===== src/rtl/pwm8_pkg.sv =====
package pwm8_pkg;
    localparam int BUS_W  = 8;
    localparam int CH_N   = 8;
    localparam int PAIRS  = CH_N / 2;
    localparam int ADDR_W = 4;

    localparam logic [ADDR_W-1:0] A_ENABLE = ADDR_W'(0);
    localparam logic [ADDR_W-1:0] A_POLAR  = ADDR_W'(1);
    localparam logic [ADDR_W-1:0] A_CONFIG = ADDR_W'(2);
    localparam logic [ADDR_W-1:0] A_DIVIDE = ADDR_W'(3);
    localparam int                DUTY0    = 4;
    localparam logic [ADDR_W-1:0] A_IRQCTL = ADDR_W'(DUTY0 + CH_N);

    typedef enum logic {PH_EVEN = 1'b0, PH_ODD = 1'b1} phase_e;
    typedef enum logic {FLG_IDLE = 1'b0, FLG_PENDING = 1'b1} flag_e;
endpackage


===== src/rtl/pwm8_regs.sv =====
module pwm8_regs
    import pwm8_pkg::*;
(
    input  logic                  clk,
    input  logic                  rst_n,
    input  logic [ADDR_W-1:0]     addr,
    input  logic                  we,
    input  logic [BUS_W-1:0]      wdata,
    output logic [BUS_W-1:0]      rdata,
    input  logic                  phase,
    input  logic                  flag_set,
    output logic [CH_N-1:0]       en,
    output logic [CH_N-1:0]       pol,
    output logic                  cycsel,
    output logic [1:0]            mode,
    output logic [PAIRS-1:0]      stag,
    output logic [BUS_W-1:0]      div,
    output logic [CH_N*BUS_W-1:0] duty_flat,
    output logic                  ie,
    output logic                  pre,
    output logic                  flag
);
    logic [BUS_W-1:0] duty_q [CH_N];
    flag_e            flg_q, flg_d;
    logic             clr;

    always_ff @(posedge clk or negedge rst_n) begin
        if (!rst_n) begin
            en     <= '0;
            pol    <= '0;
            cycsel <= 1'b0;
            mode   <= 2'b00;
            stag   <= '0;
            div    <= '0;
            ie     <= 1'b0;
            pre    <= 1'b0;
        end else if (we) begin
            if (addr == A_ENABLE) en <= wdata[CH_N-1:0];
            if (addr == A_POLAR)  pol <= wdata[CH_N-1:0];
            if (addr == A_CONFIG) begin
                cycsel <= wdata[0];
                mode   <= wdata[3:2];
                stag   <= wdata[4 +: PAIRS];
            end
            if (addr == A_DIVIDE) div <= wdata;
            if (addr == A_IRQCTL) begin
                ie  <= wdata[0];
                pre <= wdata[1];
            end
        end
    end

    for (genvar g = 0; g < CH_N; g++) begin : g_duty
        always_ff @(posedge clk or negedge rst_n) begin
            if (!rst_n)
                duty_q[g] <= '0;
            else if (we && addr == ADDR_W'(DUTY0 + g))
                duty_q[g] <= wdata;
        end
        assign duty_flat[g*BUS_W +: BUS_W] = duty_q[g];
    end

    // Sticky cycle flag: state register
    assign clr = we && (addr == A_IRQCTL) && wdata[BUS_W-1];

    always_ff @(posedge clk or negedge rst_n) begin
        if (!rst_n) flg_q <= FLG_IDLE;
        else        flg_q <= flg_d;
    end

    // Sticky cycle flag: transitions and output
    always_comb begin
        flg_d = flg_q;
        unique case (flg_q)
            FLG_IDLE:    if (flag_set)         flg_d = FLG_PENDING;
            FLG_PENDING: if (!flag_set && clr) flg_d = FLG_IDLE;
        endcase
    end

    assign flag = (flg_q == FLG_PENDING);

    always_comb begin
        rdata = '0;
        if (addr == A_ENABLE) rdata = en;
        if (addr == A_POLAR)  rdata = pol;
        if (addr == A_CONFIG) rdata = {stag, mode, phase, cycsel};
        if (addr == A_DIVIDE) rdata = div;
        if (addr == A_IRQCTL) rdata = {flag, 5'b0, pre, ie};
        for (int i = 0; i < CH_N; i++)
            if (addr == ADDR_W'(DUTY0 + i)) rdata = duty_q[i];
    end
endmodule


===== src/rtl/pwm8_timebase.sv =====
module pwm8_timebase
    import pwm8_pkg::*;
(
    input  logic             clk,
    input  logic             rst_n,
    input  logic [BUS_W-1:0] div,
    input  logic [1:0]       mode,
    input  logic             cycsel,
    input  logic             pre,
    output logic [BUS_W-1:0] cnt,
    output logic [BUS_W-1:0] mask,
    output logic [BUS_W-1:0] last,
    output logic             tick,
    output logic             cyc_end,
    output logic             flag_set,
    output logic             phase
);
    logic [BUS_W:0]   full;
    logic [BUS_W-1:0] pre_cnt;
    logic             at_last, at_pre;
    phase_e           ph_q, ph_d;

    assign full    = (BUS_W+1)'(1 << BUS_W) >> mode;
    assign mask    = BUS_W'(full - (BUS_W+1)'(1));
    assign last    = BUS_W'(full - (BUS_W+1)'(1) - (BUS_W+1)'(cycsel));
    assign tick    = (pre_cnt >= (div - BUS_W'(1)));
    assign at_last = (cnt >= last);
    assign at_pre  = (cnt == (last - BUS_W'(1)));
    assign cyc_end  = tick && at_last;
    assign flag_set = tick && (pre ? at_pre : at_last);

    always_ff @(posedge clk or negedge rst_n) begin
        if (!rst_n) begin
            pre_cnt <= '0;
            cnt     <= '0;
        end else begin
            pre_cnt <= tick ? '0 : pre_cnt + BUS_W'(1);
            if (tick) cnt <= at_last ? '0 : cnt + BUS_W'(1);
        end
    end

    // Alternation phase: state register
    always_ff @(posedge clk or negedge rst_n) begin
        if (!rst_n) ph_q <= PH_EVEN;
        else        ph_q <= ph_d;
    end

    // Alternation phase: transitions and output
    always_comb begin
        ph_d = ph_q;
        unique case (ph_q)
            PH_EVEN: if (cyc_end) ph_d = PH_ODD;
            PH_ODD:  if (cyc_end) ph_d = PH_EVEN;
        endcase
    end

    assign phase = (ph_q == PH_ODD);
endmodule


===== src/rtl/pwm8_chan.sv =====
module pwm8_chan
    import pwm8_pkg::*;
(
    input  logic             clk,
    input  logic             rst_n,
    input  logic [BUS_W-1:0] duty_in,
    input  logic             load,
    input  logic [BUS_W-1:0] cnt,
    input  logic [BUS_W-1:0] mask,
    input  logic             en,
    input  logic             pol,
    input  logic             allow,
    output logic [BUS_W-1:0] shadow,
    output logic             out
);
    logic active;

    always_ff @(posedge clk or negedge rst_n) begin
        if (!rst_n)    shadow <= '0;
        else if (load) shadow <= duty_in;
    end

    assign active = en && allow && (cnt < (shadow & mask));
    assign out    = active ^ pol;
endmodule


===== src/rtl/pwm_stagger8.sv =====
module pwm_stagger8
    import pwm8_pkg::*;
(
    input  logic              clk,
    input  logic              rst_n,
    input  logic [ADDR_W-1:0] bus_addr,
    input  logic              bus_we,
    input  logic [BUS_W-1:0]  bus_wdata,
    output logic [BUS_W-1:0]  bus_rdata,
    output logic [CH_N-1:0]   pwm_out,
    output logic              irq
);
    logic [CH_N-1:0]       en_q, pol_q, allow;
    logic                  cycsel_q, ie_q, pre_q, flag_q, phase_q;
    logic [1:0]            mode_q;
    logic [PAIRS-1:0]      stag_q;
    logic [BUS_W-1:0]      div_q, cnt_q, mask_q, last_q;
    logic [CH_N*BUS_W-1:0] duty_flat, duty_sh;
    logic                  tick, cyc_end, flag_set;

    pwm8_regs u_regs (
        .clk(clk), .rst_n(rst_n), .addr(bus_addr), .we(bus_we),
        .wdata(bus_wdata), .rdata(bus_rdata), .phase(phase_q),
        .flag_set(flag_set), .en(en_q), .pol(pol_q), .cycsel(cycsel_q),
        .mode(mode_q), .stag(stag_q), .div(div_q), .duty_flat(duty_flat),
        .ie(ie_q), .pre(pre_q), .flag(flag_q)
    );

    pwm8_timebase u_tb (
        .clk(clk), .rst_n(rst_n), .div(div_q), .mode(mode_q),
        .cycsel(cycsel_q), .pre(pre_q), .cnt(cnt_q), .mask(mask_q),
        .last(last_q), .tick(tick), .cyc_end(cyc_end),
        .flag_set(flag_set), .phase(phase_q)
    );

    for (genvar g = 0; g < CH_N; g++) begin : g_ch
        // even member runs in phase 0, odd member in phase 1
        assign allow[g] = !stag_q[g/2] || (phase_q == ((g % 2) == 1));

        pwm8_chan u_ch (
            .clk(clk), .rst_n(rst_n),
            .duty_in(duty_flat[g*BUS_W +: BUS_W]), .load(cyc_end),
            .cnt(cnt_q), .mask(mask_q), .en(en_q[g]), .pol(pol_q[g]),
            .allow(allow[g]), .shadow(duty_sh[g*BUS_W +: BUS_W]),
            .out(pwm_out[g])
        );
    end

    assign irq = flag_q && ie_q;
endmodule


===== config.mk =====
export PLATFORM = sky130hd
export DESIGN_NAME = pwm_stagger8
export DESIGN_NICKNAME = d
export VERILOG_FILES = /design/src/rtl/pwm8_pkg.sv /design/src/rtl/pwm8_regs.sv /design/src/rtl/pwm8_timebase.sv /design/src/rtl/pwm8_chan.sv /design/src/rtl/pwm_stagger8.sv
export SDC_FILE = /design/constraint.sdc
export NUM_CORES = 1
export LEC_CHECK = 0
export CAP_MARGIN = 20
export CORE_UTILIZATION = 37
export CTS_CLUSTER_DIAMETER = 50
export CTS_CLUSTER_SIZE = 10
export DETAILED_ROUTE_END_ITERATION = 12
export GPL_ROUTABILITY_DRIVEN = 1
export SLEW_MARGIN = 15
export SYNTH_ARGS = -nofsm -noshare
export SYNTH_HDL_FRONTEND = slang
export SYNTH_SLANG_ARGS = --single-unit
export TNS_END_PERCENT = 10

===== constraint.sdc =====
create_clock -name clk -period 3.67 [get_ports clk]
set_clock_uncertainty 0.05 [all_clocks]
set_input_delay 0.734 -clock clk [delete_from_list [all_inputs] [get_ports clk]]
set_output_delay 0.734 -clock clk [all_outputs]
set_load 0.01 [all_outputs]

==> summary by stage, run 1 <==
Outcome
The run finished with clean final reports.

Layout
The number of filler instances in the final layout is around 2600. The repair_antennas step left the layout with diodes totalling 0. Measured on the finished design, the core utilization comes to 43.35%.

For this run, the post-layout net count is just over 1000. The fraction of layout cells with a size suffix above 1 is between 20% and 30%. The final standard cell area without fillers is around 12000 um2. Relative to the synthesized area, the layout overhead comes to 15.38%.

Power and ir drop
The worst-case IR drop observed on VDD is between 0.3 and 0.4 mV. Summed over all cells, the static leakage comes to 0.005336 uW. The power per cell area is 552.6 nW/um2.

Place
Port buffering added 31 buffers. At the end of routability-driven placement, the weighted congestion stood at between 0.9 and 1. The placed wire-length estimate is 21020 um.

The placed instance area is approximately 11000 um2. Before CTS, the worst setup slack after placement is -0.1281 ns.

Global route
The global-route wire length before repair is around 45000 um. Global routing used a little over a fifth of the available tracks across all layers. The number of antenna violations at the first check in global routing is 1.

The pin count of the biggest net entering global routing is 74. The number of global-route vias before repair is ~7300. The global route total overflow is 0.

Clock network
The clock root buffer is sky130_fd_sc_hd__clkbuf_16. The clock-pin slew on the worst setup and hold paths is 0.07 ns. The TritonCTS clock tree is done.

For this design, the CTS-stage hold fixing added 0 buffers. The number of buffers created by CTS is 17. The clock latency at the later pin of the worst-skew pair is 0.43 ns. The maximum level of the CTS H-tree is 4. The maximum clock path buffer count is 2. The buffers inserted during post-CTS setup optimization is 0.

The sink count of the clock tree is approximately 180.

Synth
The biggest area contributor in the post-synthesis netlist is sky130_fd_sc_hd__dfrtp_1. The netlist area before placement is 10410 um2. The synthesized netlist devotes 9.495% of its cell area to compound gates.

The area share of fa/ha/maj cells after synthesis is under 10%. The mean post-synth cell area is between 10 and 15 um2. The number of warning messages in the yosys log is 0. The net count after synthesis is just under 1000. Of all flip-flops after synthesis, the portion carrying an async set or reset was 100.0%. Among all flip-flop cells after synthesis, the most frequent one is sky130_fd_sc_hd__dfrtp_1. In this run, distinct cell masters in the synthesized netlist total just under 60. The count of flip-flops with a built-in enable after synthesis is 0. By area, the combinational part of the netlist is dominated by multiplexers. The area fraction in and, or, nand and nor cells after synthesis is 10.72%.

Sequential elements use between 40 and 50% of the synthesized area. After synthesis the netlist holds a flip-flop and latch count of between 150 and 200. Multiplexer cells account for between 20% and 30% of the synthesized area.

In the post-synthesis netlist, the biggest area contributors are sky130_fd_sc_hd__dfrtp_1 (43%), sky130_fd_sc_hd__mux2_2 (12%), sky130_fd_sc_hd__ha_1 (8.5%). The post-synthesis share of cell area spent on xor and xnor gates is 1.178%. The top-area cell type share of the netlist area is 43.03%. The gate count after technology mapping is just under 900.

Worst setup path
The startpoint identified for the worst register-to-register timing path is u_regs.div[0]. The required time at the endpoint of the critical path is between 2 and 3 ns. The critical path starts at bus_addr[1]. The slowest library cell on the worst path is sky130_fd_sc_hd__clkdlybuf4s50_1.

The maximum single-stage delay on the critical path is roughly 0.52 ns. The critical path goes through clkdlybuf4s50_1, buf_12, inv_1, o2111ai_1, o211ai_1, o21ai_0, o21ai_1, buf_4, clkdlybuf4s50_1. STA classifies the critical path startpoint as an input port. Among the stages of the critical path, the cell type that occurs most often is sky130_fd_sc_hd__clkdlybuf4s50_1. The arrival time of data at the critical path endpoint is roughly 2.9 ns. Along the worst path, the maximum fanout reaches 17. The type of the worst setup path is in2out.

The critical path endpoint category is a primary output.

Floorplan
The die outline area is 28810 um2. The core region is roughly 28000 um2. The count of standard-cell rows is 61. The number of ports placed on the die boundary is 32. The die is between 150 and 200 um wide. The vertical extent of the die is around 170 um. The starting density of the core is between 30% and 40%.

Timing
The count of endpoints failing setup in the final report is 0. The transition time at the pin with the least slew margin is roughly 0.86 ns. For this run, the top clock speed supported by timing is 275.3 MHz. Dividing the final minimum period by the clock period gives roughly 99%. The worst-case headroom to the max-slew limit is ~43%.

The smallest clock period supported by the final layout is computed as around 3.6 ns. The number of pins with negative max-slew slack in the final report is 0. Hold timing on the final database bottoms out at a slack of approximately 0.25 ns.

The final sum of negative setup slack is 0 ns. The count of final hold-check violations was 0. Setup repair after global routing could not meet its margin everywhere. The worst setup slack after layout is between 0.03 and 0.04 ns.

Routing
The post-detailed-route DRC marker count is 0. The number of vias per cell after detailed routing is roughly 5.5. The count of nets left with antenna violations after detail routing is 0.

The final wirelength is between 20000 and 30000 um. The DRC marker count from the first detailed-route iteration is between 400 and 500. Before antenna repair, the detailed router went through 6 iterations. The mean routed wirelength per cell is 21.62 um. The number of vias after detailed routing is 7325.

Worst hold path
The type of the most critical hold path is in2async.

Job
The tool flagged a number of max-cap violations equal to 0.
==> registers in the layout, indices dropped and copies added, names as in the netlist, 2 cells and up <==
signal	count
u_regs.en	8
u_tb.pre_cnt	8
u_tb.cnt	8
g_ch.u_ch.shadow	64
u_regs.mode	2
u_regs.pol	8
u_regs.stag	4
u_regs.div	8
u_regs.duty_flat	64
==> cell usage after synthesis, drive strengths merged (12+ instances only) <==
| master | instances |
|---|---|
| ha | 71 |
| nand2b | 27 |
| mux2i | 15 |
| a21oi | 21 |
| o21ai | 28 |
| mux2 | 157 |
| a21o | 17 |
| o211ai | 14 |
| nor3 | 12 |
| inv | 51 |
| nand2 | 53 |
| dfrtp | 179 |
| clkbuf | 19 |
| nand3 | 29 |
| nor2 | 33 |
| buf | 24 |
| nand4 | 14 |
==> metrics by stage <==
step                      std cells  power [uW]
final                          1342        6637
after global routing           1342        6996
after CTS                      1342        6678
after detailed placement       1310        4830
after global placement         1310        4792
after floorplan                 890        3951
==> cell families (layout without fill, tap and decap cells) <==
| kind of cell | Yosys count | count (layout) |
|---|---|---|
| AOI/OAI and AO/OA | 138 | 138 |
| and+or+nand+nor | 212 | 212 |
| muxes | 182 | 182 |
| buffers and inverters | 94 | 168 |
| adders and majority gates | 71 | 71 |
| DFF | 179 | 179 |
| xor gates and xnor gates | 14 | 14 |
==> layer usage <==
metal  wire length, um  track usage (%)
met1             13910            29.77
met2             13100            32.77
met3              1232            3.545
met4               773            6.737
met5                 0                0
==> path summary, 6_finish.rpt <==
check / cells past startpoint / end / slack [ns]
setup / recovery: 9 / bus_rdata[5] / 0.04
hold / removal: 1 / g_ch[1].u_ch.shadow[3] / 0.25
setup reg to reg: 12 / g_ch[6].u_ch.shadow[4] / 0.52
hold reg to reg: 1 / g_ch[7].u_ch.shadow[2] / 0.46
max in group asynchronous: 2 / u_regs.duty_flat[2] / 2.39
min in group clk: 1 / g_ch[7].u_ch.shadow[2] / 0.46
==> power by group <==
| group | internal, uW | switching [uW] |
|---|---|---|
| registers | 2280 | 448 |
| clock network | 1020 | 853 |
| logic | 992 | 1040 |
| total | 4300 | 2340 |
==> critical path, delay by kind of cell <==
family,cells,cell delay (ns)
AOI/OAI and AO/OA,4,0.65
buffers and inverters,5,1.46
==> cell usage in the layout, fill, tap and decap left out, types with 14 or more instances in the layout <==
| cell | n |
|---|---|
| sky130_fd_sc_hd__mux2_4 | 48 |
| sky130_fd_sc_hd__a21o_1 | 17 |
| sky130_fd_sc_hd__dfrtp_1 | 177 |
| sky130_fd_sc_hd__nand3_1 | 29 |
| sky130_fd_sc_hd__nand4_1 | 14 |
| sky130_fd_sc_hd__clkbuf_16 | 17 |
| sky130_fd_sc_hd__o21ai_0 | 24 |
| sky130_fd_sc_hd__inv_1 | 50 |
| sky130_fd_sc_hd__o211ai_1 | 14 |
| sky130_fd_sc_hd__clkdlybuf4s50_1 | 18 |
| sky130_fd_sc_hd__ha_1 | 71 |
| sky130_fd_sc_hd__a21oi_1 | 21 |
| sky130_fd_sc_hd__nand2b_1 | 27 |
| sky130_fd_sc_hd__mux2i_1 | 15 |
| sky130_fd_sc_hd__buf_4 | 45 |
| sky130_fd_sc_hd__nand2_1 | 53 |
| sky130_fd_sc_hd__mux2_2 | 109 |
| sky130_fd_sc_hd__nor2_1 | 24 |
==> area by class of cell <==
type / count / area, um2 / share of cell area, %
repair buffers: 85 / 793.3 / 6.604
flip-flops and latches: 179 / 4482 / 37.31
clock inverters: 11 / 117.6 / 0.9792
multi-input cells: 617 / 5474 / 45.57
clock buffers: 21 / 480.5 / 4.000
inverters: 51 / 191.4 / 1.594
well taps: 378 / 473.0 / 3.938
==> what timing repair did <==
action                                  in CTS  in global routing
pin swaps                                    2                  5
resized for setup                           20                 21
endpoints found under the setup margin      11                 14
No activity file was read; power rests on OpenSTA's default activity.
==> inputs of run 2 (changes only) <==
CORE_MARGIN = 2   (was unset)
SLEW_MARGIN = unset   (was 15)
==> run 2 against run 1 <==
Compared with the run above:
- core utilization increased by 0.26 points
- first-iteration DRC count increased by 7.2%
- count of clock-buffer cells in the layout is 3 lower
- combinational power is essentially flat
- hold slack improved by 0.017 ns
- largest cell class unchanged
- sequential share of layout area shrank 0.18 points
- non-clock buffer count increased by 3
- sequential cell count did not move
- critical path depth did not move
- clock power is 7% higher
==> summary by stage, run 2 (same netlist as run 1, synthesis figures left out) <==
Power and ir drop
The highest ir drop seen on vdd is 0.3240 mV (-3.9%). The power per cell area is 561.6 nW/um2 (+1.6%). The total leakage power was 0.005381 uW (+0.84%).

Global route
The global route total overflow is 0 (unchanged). The number of antenna violations at the first check in global routing is 0 (-1). The pin count of the biggest net entering global routing is 75 (+1.4%).

The number of global-route vias before repair is 7277 (-0.97%). The combined global-route utilization of all metal layers came to 21.38% (+0.30 points). The global-route wire length before repair is 45940 um (+2.2%).

Routing
The final wirelength is 29840 um (+2.9%). The number of vias per cell after detailed routing came to 5.381 (-1.4%). The DRC marker count from the first detailed-route iteration was 508 (+7.2%).

The first-pass iteration count of the detailed router was 5 (-1). The number of vias after detailed routing is 7238 (-1.2%). The mean routed wirelength per cell is 22.19 um (+2.6%). The count of nets left with antenna violations after detail routing came to 0 (unchanged). The post-detailed-route DRC marker count is 0 (unchanged).

Layout
The net count reported at finish was 1040 (+0.29%). The register area is 4487 um2 (+0.11%). Leaving out fill and tap cells, the most frequent cells in the layout are sky130_fd_sc_hd__dfrtp_1 (173), sky130_fd_sc_hd__mux2_2 (109), sky130_fd_sc_hd__ha_1 (71). The area growth from synthesis to layout is 16.07%.

The fraction of layout cells with a size suffix above 1 is 30.09% (+0.43 points). The final core area utilization is 43.61% (+0.26 points). The number of filler instances in the final layout is 2604 (-0.31%). The diode insertion count for antenna repair is 0 (unchanged).

The area of the multi-input gates is 5465 um2 (-0.16%). The most common cell after layout, fill and taps aside is sky130_fd_sc_hd__dfrtp_1.

Timing
The maximum operating frequency is 274.7 MHz (-0.24%). The worst setup slack after layout was 0.02928 ns (-0.008669 ns). The transition time at the pin with the least slew margin is 0.8708 ns (+0.01519 ns). The number of pins with negative max-slew slack in the final report is 0 (unchanged). The final sum of negative setup slack is 0 ns (unchanged).

The count of endpoints failing setup in the final report came to 0 (unchanged). The shortest period the worst path allows is 3.641 ns (+0.008669 ns). The final clock period utilization by the worst path was 99.20% (+0.24 points). The worst-case headroom to the max-slew limit is 41.76% (-1.0 points). The count of final hold-check violations is 0 (unchanged). Setup repair after global routing could not meet its margin everywhere.

Worst setup path
The largest delay contributor family on the critical path is buffers and inverters. STA classifies the critical path startpoint as an input port. Traced cell by cell, the critical path runs through clkdlybuf4s50_1, buf_12, buf_4, clkinvlp_4, o211ai_1, o21ai_0, o21ai_1, buf_4, clkdlybuf4s50_1. For this design, the slowest cell found on the critical path is sky130_fd_sc_hd__clkdlybuf4s50_1. The largest fanout of any net on the critical path is 13 (-4). The maximum single-stage delay on the critical path came to 0.52 ns (about the same). The type of the worst setup path is in2out. The worst setup path is captured at a primary output. The buffer and inverter count on the worst path is 6 (+1).

The arrival time of data at the critical path endpoint was 2.86 ns (about the same). The required time at the endpoint of the critical path was 2.89 ns (about the same).

Floorplan
The die outline area is 29490 um2 (+2.4%). The vertical extent of the die was 171.7 um (+1.2%). The number of ports placed on the die boundary was 32 (unchanged). The starting density of the core came to 37.57% (unchanged).

The count of standard-cell rows is 61 (unchanged). The placeable core area was 27710 um2 (unchanged). The overall die width came to 171.7 um (+1.2%).

Clock network
The TritonCTS clock tree is done. The clock-pin slew on the worst setup and hold paths is 0.07 ns (about the same). The maximum level of the CTS H-tree is 4 (unchanged). The sink count of the clock tree came to 179 (unchanged). In this run the clock root is driven by a sky130_fd_sc_hd__clkbuf_16. The maximum clock path buffer count is 2 (unchanged).

The clock latency at the later pin of the worst-skew pair is 0.43 ns (about the same). The number of buffers created by CTS is 17 (unchanged).

Place
The placed wire-length estimate is 21380 um (+1.7%). The weighted congestion reported at the end of routability-driven placement is 0.9911 (+6.5%). The worst setup slack after placement is -0.1163 ns (+0.01177 ns).

The number of buffer cells added on primary ports was 31 (unchanged).

Job
The max-capacitance violation count is 0 (unchanged).

Outcome
The run finished with clean final reports.

Worst hold path
The type of the most critical hold path is in2async.
[run 2: changes by cell type in the layout (fill, tap and decap cells not counted), moves of 3 or more]
cell                        change
sky130_fd_sc_hd__dfrtp_1        -4
sky130_fd_sc_hd__dfrtp_2        +4
sky130_fd_sc_hd__bufinv_16      +3
sky130_fd_sc_hd__clkbuf_8       -3
[run 2: timing repair]
action | in CTS | in global routing
hold buffers | 0 | 0
setup buffers | 0 | 3
pin swaps | 3 | 4
hold endpoints to repair | 0 | 0
resized for setup | 25 | 19
setup endpoints to repair | 14 | 15
[run 2: where the power goes]
group / switching (uW) / total, uW / internal, uW / leakage [uW]
clock: 841 / 2010 / 1170 / 0.000312
combinational: 1040 / 2030 / 990 / 0.00276
sequential: 464 / 2750 / 2290 / 0.00231
total: 2340 / 6790 / 4440 / 0.00538
[run 2: worst paths after layout]
check                                             from                endpoint  slack, ns  cells past startpoint
worst max-delay path                       bus_addr[1]            bus_rdata[5]       0.03                      9
worst min-delay path                             rst_n  g_ch[5].u_ch.shadow[3]       0.27                      1
worst max register to register           u_regs.div[0]  g_ch[3].u_ch.shadow[3]       0.48                     12
worst min register to register  g_ch[7].u_ch.shadow[2]  g_ch[7].u_ch.shadow[2]       0.46                      1
max in group asynchronous                        rst_n             u_tb.cnt[3]       2.46                      2
min in group clk                g_ch[7].u_ch.shadow[2]  g_ch[7].u_ch.shadow[2]       0.46                      1
[run 2: through the flow]
step,total power (uW),hold WS [ns],instance area [um2],instances
floorplan,3951,0.3884,10410,890
global placement,4806,0.4404,11400,1310
detailed placement,4847,0.4417,11400,1310
CTS,6844,0.2971,12050,1342
global route,7187,0.3123,12080,1345
finish,6785,0.2691,12080,1345
[run 2: cell type report]
type                       instances  share of cell area [%]
inverter                          51                   1.615
sequential                       179                   37.13
multi-input combinational        617                   45.23
tap                              378                   3.914
timing repair buffer              88                   6.824
clock inverter                    14                   1.646
clock buffer                      18                   3.635
[run 2: per-layer routing]
layer  track usage, %  share of wire [%]  routed length (um)  up-vias
li1                 -                  -                   -     3372
met1            30.22                 47               14080     3681
met2            34.12                 47               14030      156
met3            3.428                3.9                1172       29
met4            5.736                1.9                 561        0
met5                0                  0                   0        -
==> inputs of run 3 (changes only) <==
clock period = 3.2 ns   (was 3.67 ns; I/O delays follow)
==> run 3 against run 2 <==
Compared with the run above:
- the flow now finishes with violations (negative setup slack)
- total power up 14%
- hold slack worse by 0.10 ns
- sequential share of layout area shrank 1.7 points
- first-iteration DRC count down 6.5%
- critical path type is now reg2out
- critical endpoint is now pwm_out[4]
- largest power group unchanged
- highest routed layer unchanged
==> summary by stage, run 3 (same netlist as run 1, synthesis figures left out) <==
Clock network
The clock-pin slew on the worst setup and hold paths is 0.07 ns (about the same). The maximum level of the CTS H-tree is 4 (unchanged). The TritonCTS clock tree is done. The maximum clock path buffer count is 2 (unchanged). The clock root buffer is sky130_fd_sc_hd__clkbuf_16. The post-cts hold buffer count is 0 (unchanged). The sink count of the clock tree was 179 (unchanged). The number of buffers created by CTS came to 17 (unchanged). The clock latency at the later pin of the worst-skew pair is 0.45 ns (+0.02 ns).

Power and ir drop
The share of total power in sequential cells is 39.8% (-0.7 points). The post-route total power came to 7764 uW (+14%). The reported net switching power is 2825 uW (+21%).

The internal power component is 4939 uW (+11%). The part of the total power dissipated in the clock network is 26.6% (-3.0 points). The share of total power in combinational logic is 33.5% (+3.6 points). The share of total power consumed by net switching is 36.39% (+1.9 points). The power per cell area is 613.4 nW/um2 (+9.2%). The highest ir drop seen on vdd is 0.3288 mV (+1.5%). The total leakage power was 0.005636 uW (+4.7%).

Global route
The pin count of the biggest net entering global routing is 71 (-5.3%). The number of antenna violations at the first check in global routing was 1 (+1). The number of global-route vias before repair is 7567 (+4.0%).

The combined global-route utilization of all metal layers was 21.93% (+0.54 points). The global route total overflow was 0 (unchanged). The global-route wire length before repair is 47320 um (+3.0%).

Worst hold path
The type of the most critical hold path is in2async.

Timing
Setup repair after global routing could not meet its margin everywhere. The transition time at the pin with the least slew margin is 0.8586 ns (-0.01220 ns). The worst-case headroom to the max-slew limit is 42.58% (+0.82 points). The routed design could run at a clock period as short as between 3 and 4 ns. The final sum of negative setup slack came to -1.130 ns (-1.130 ns). The number of pins with negative max-slew slack in the final report is 0 (unchanged). The worst setup slack after layout was -0.1963 ns (-0.2255 ns). For this run, the top clock speed supported by timing is 294.4 MHz. The count of final hold-check violations is 0 (unchanged). Dividing the final minimum period by the clock period gives 106.1%.

The count of endpoints failing setup in the final report is 11 (+11).

Routing
The final wirelength is 30780 um (+3.1%). The count of nets left with antenna violations after detail routing is 0 (unchanged). The DRC marker count from the first detailed-route iteration is 475 (-6.5%).

The first-pass iteration count of the detailed router is 5 (unchanged). The number of vias after detailed routing is 7525 (+4.0%). The post-detailed-route DRC marker count is 0 (unchanged). The mean routed wirelength per cell is 22.03 um (-0.71%).

The number of vias per cell after detailed routing was 5.387 (about the same).

Worst setup path
The capture instance of the worst register-to-register path is g_ch[2].u_ch.shadow[2]. The worst setup path is captured at a primary output. The worst setup path is launched from a flop. The flop-to-flop setup slack is 0.14 ns (-0.34 ns).

The largest fanout of any net on the critical path is 4 (-9). The arrival time of data at the critical path endpoint is 2.71 ns (-0.15 ns). The required time at the endpoint of the critical path was 2.51 ns (-0.38 ns). The path depth of the worst reg2reg path is 12 (unchanged). The worst register-to-register path begins at u_regs.div[0].

The type of the worst setup path is reg2out.

Layout
The final core area utilization is 45.69% (+2.1 points). The non-filler instance count after layout is 1397 (+3.9%). Leaving out fill and tap cells, the most frequent cell in the layout is sky130_fd_sc_hd__dfrtp_1.

The net count reported at finish is 1092 (+5.0%). The fraction of layout cells with a size suffix above 1 was 36.41% (+6.3 points). Leaving out fill and tap cells, the most frequent cells in the layout are sky130_fd_sc_hd__dfrtp_1 (178), sky130_fd_sc_hd__mux2_2 (109), sky130_fd_sc_hd__buf_4 (89).

The diode insertion count for antenna repair is 0 (unchanged). The area growth from synthesis to layout is 21.60%.

Floorplan
The starting density of the core is 37.57% (unchanged). The vertical extent of the die is 171.7 um (unchanged). The overall die width was 171.7 um (unchanged). The die outline area is 29490 um2 (unchanged). The number of ports placed on the die boundary is 32 (unchanged). The placeable core area is 27710 um2 (unchanged). The count of standard-cell rows is 61 (unchanged).

Place
The number of placed cells counting well taps is 1353 (+3.3%). The placed wire-length estimate is 22800 um (+6.6%). The number of buffer cells added on primary ports is 31 (unchanged).

The weighted congestion reported at the end of routability-driven placement is 0.9319 (-6.0%). The worst setup slack after placement is -0.4593 ns (-0.3430 ns).

Outcome
The flow ran to the end, but the final reports show violations. The checks that failed: negative setup slack.

Job
The max-capacitance violation count is 0 (unchanged).
-- run 3: cell types whose count changed in the layout (fill, tap and decap cells not counted), sizes merged --
cell	change
clkdlybuf4s15	+2
buf	+61
dlymetal6s2s	-4
bufinv	-4
dlygate4sd2	+2
inv	+3
clkbuf	-4
clkdlybuf4s50	-5
clkinv	+1
-- run 3: metrics by stage --
| stage | hold WS [ns] | cell area, um2 |
|---|---|---|
| 2_1_floorplan | 0.2944 | 10410 |
| 3_3_place_gp | 0.4379 | 11810 |
| 3_5_place_dp | 0.4419 | 11810 |
| 4_1_cts | 0.1868 | 12600 |
| 5_1_grt | 0.2193 | 12660 |
| 6_report | 0.1651 | 12660 |
-- run 3: layout make-up --
type                            instances  area, um2
Clock inverter                         14      143.9
Sequential cell                       179       4481
Tap cell                              378      473.0
Fill cell                            2575      15050
Clock buffer                           18      429.2
Timing Repair Buffer                  140       1295
Multi-Input combinational cell        617       5642
Inverter                               51      195.2
-- run 3: worst max-delay path by stage --
stage	start	to	slack (ns)	cells past startpoint
floorplan	u_regs.mode[0]	pwm_out[4]	0.32	9
global placement	bus_addr[2]	bus_rdata[0]	-0.40	8
detailed placement	bus_addr[2]	bus_rdata[7]	-0.46	8
CTS	u_regs.mode[1]	pwm_out[2]	-0.25	11
global route	u_regs.mode[1]	pwm_out[2]	-0.34	11
finish	u_regs.mode[1]	pwm_out[4]	-0.20	10
-- run 3: per-layer routing --
layer | vias to the layer above | share of wire, % | GRT usage (%) | wire, um
met5 | - | 0 | 0 | 0
li1 | 3489 | - | - | -
met3 | 34 | 4.2 | 4.073 | 1297
met4 | 0 | 1.6 | 5.298 | 506
met2 | 160 | 48 | 36.11 | 14820
met1 | 3842 | 46 | 29.91 | 14150
-- run 3: worst max-delay path, stage by stage, from the launching register on --
cell	delay [ns]
sky130_fd_sc_hd__dfrtp_1	0.43
sky130_fd_sc_hd__buf_6	0.15
sky130_fd_sc_hd__nand2_2	0.09
sky130_fd_sc_hd__buf_6	0.14
sky130_fd_sc_hd__nand2_1	0.07
sky130_fd_sc_hd__ha_1	0.19
sky130_fd_sc_hd__or2_2	0.32
sky130_fd_sc_hd__or3_1	0.36
sky130_fd_sc_hd__a211o_1	0.27
sky130_fd_sc_hd__o211ai_1	0.08
sky130_fd_sc_hd__buf_2	0.16
-- run 3: power by group through the flow --
stage,Combinational [uW],Sequential (uW),Clock [uW]
final,2600,3090,2070
after global routing,2860,3140,2190
after CTS,2610,3080,2100
after detailed placement,2570,3120,0
after global placement,2530,3110,0
after floorplan,1600,2930,0
-- run 3: what timing repair did --
item                       4_1_cts  5_1_grt
resized for setup               85       16
buffers inserted                10        2
pin swaps                       18        8
setup endpoints to repair       16       35
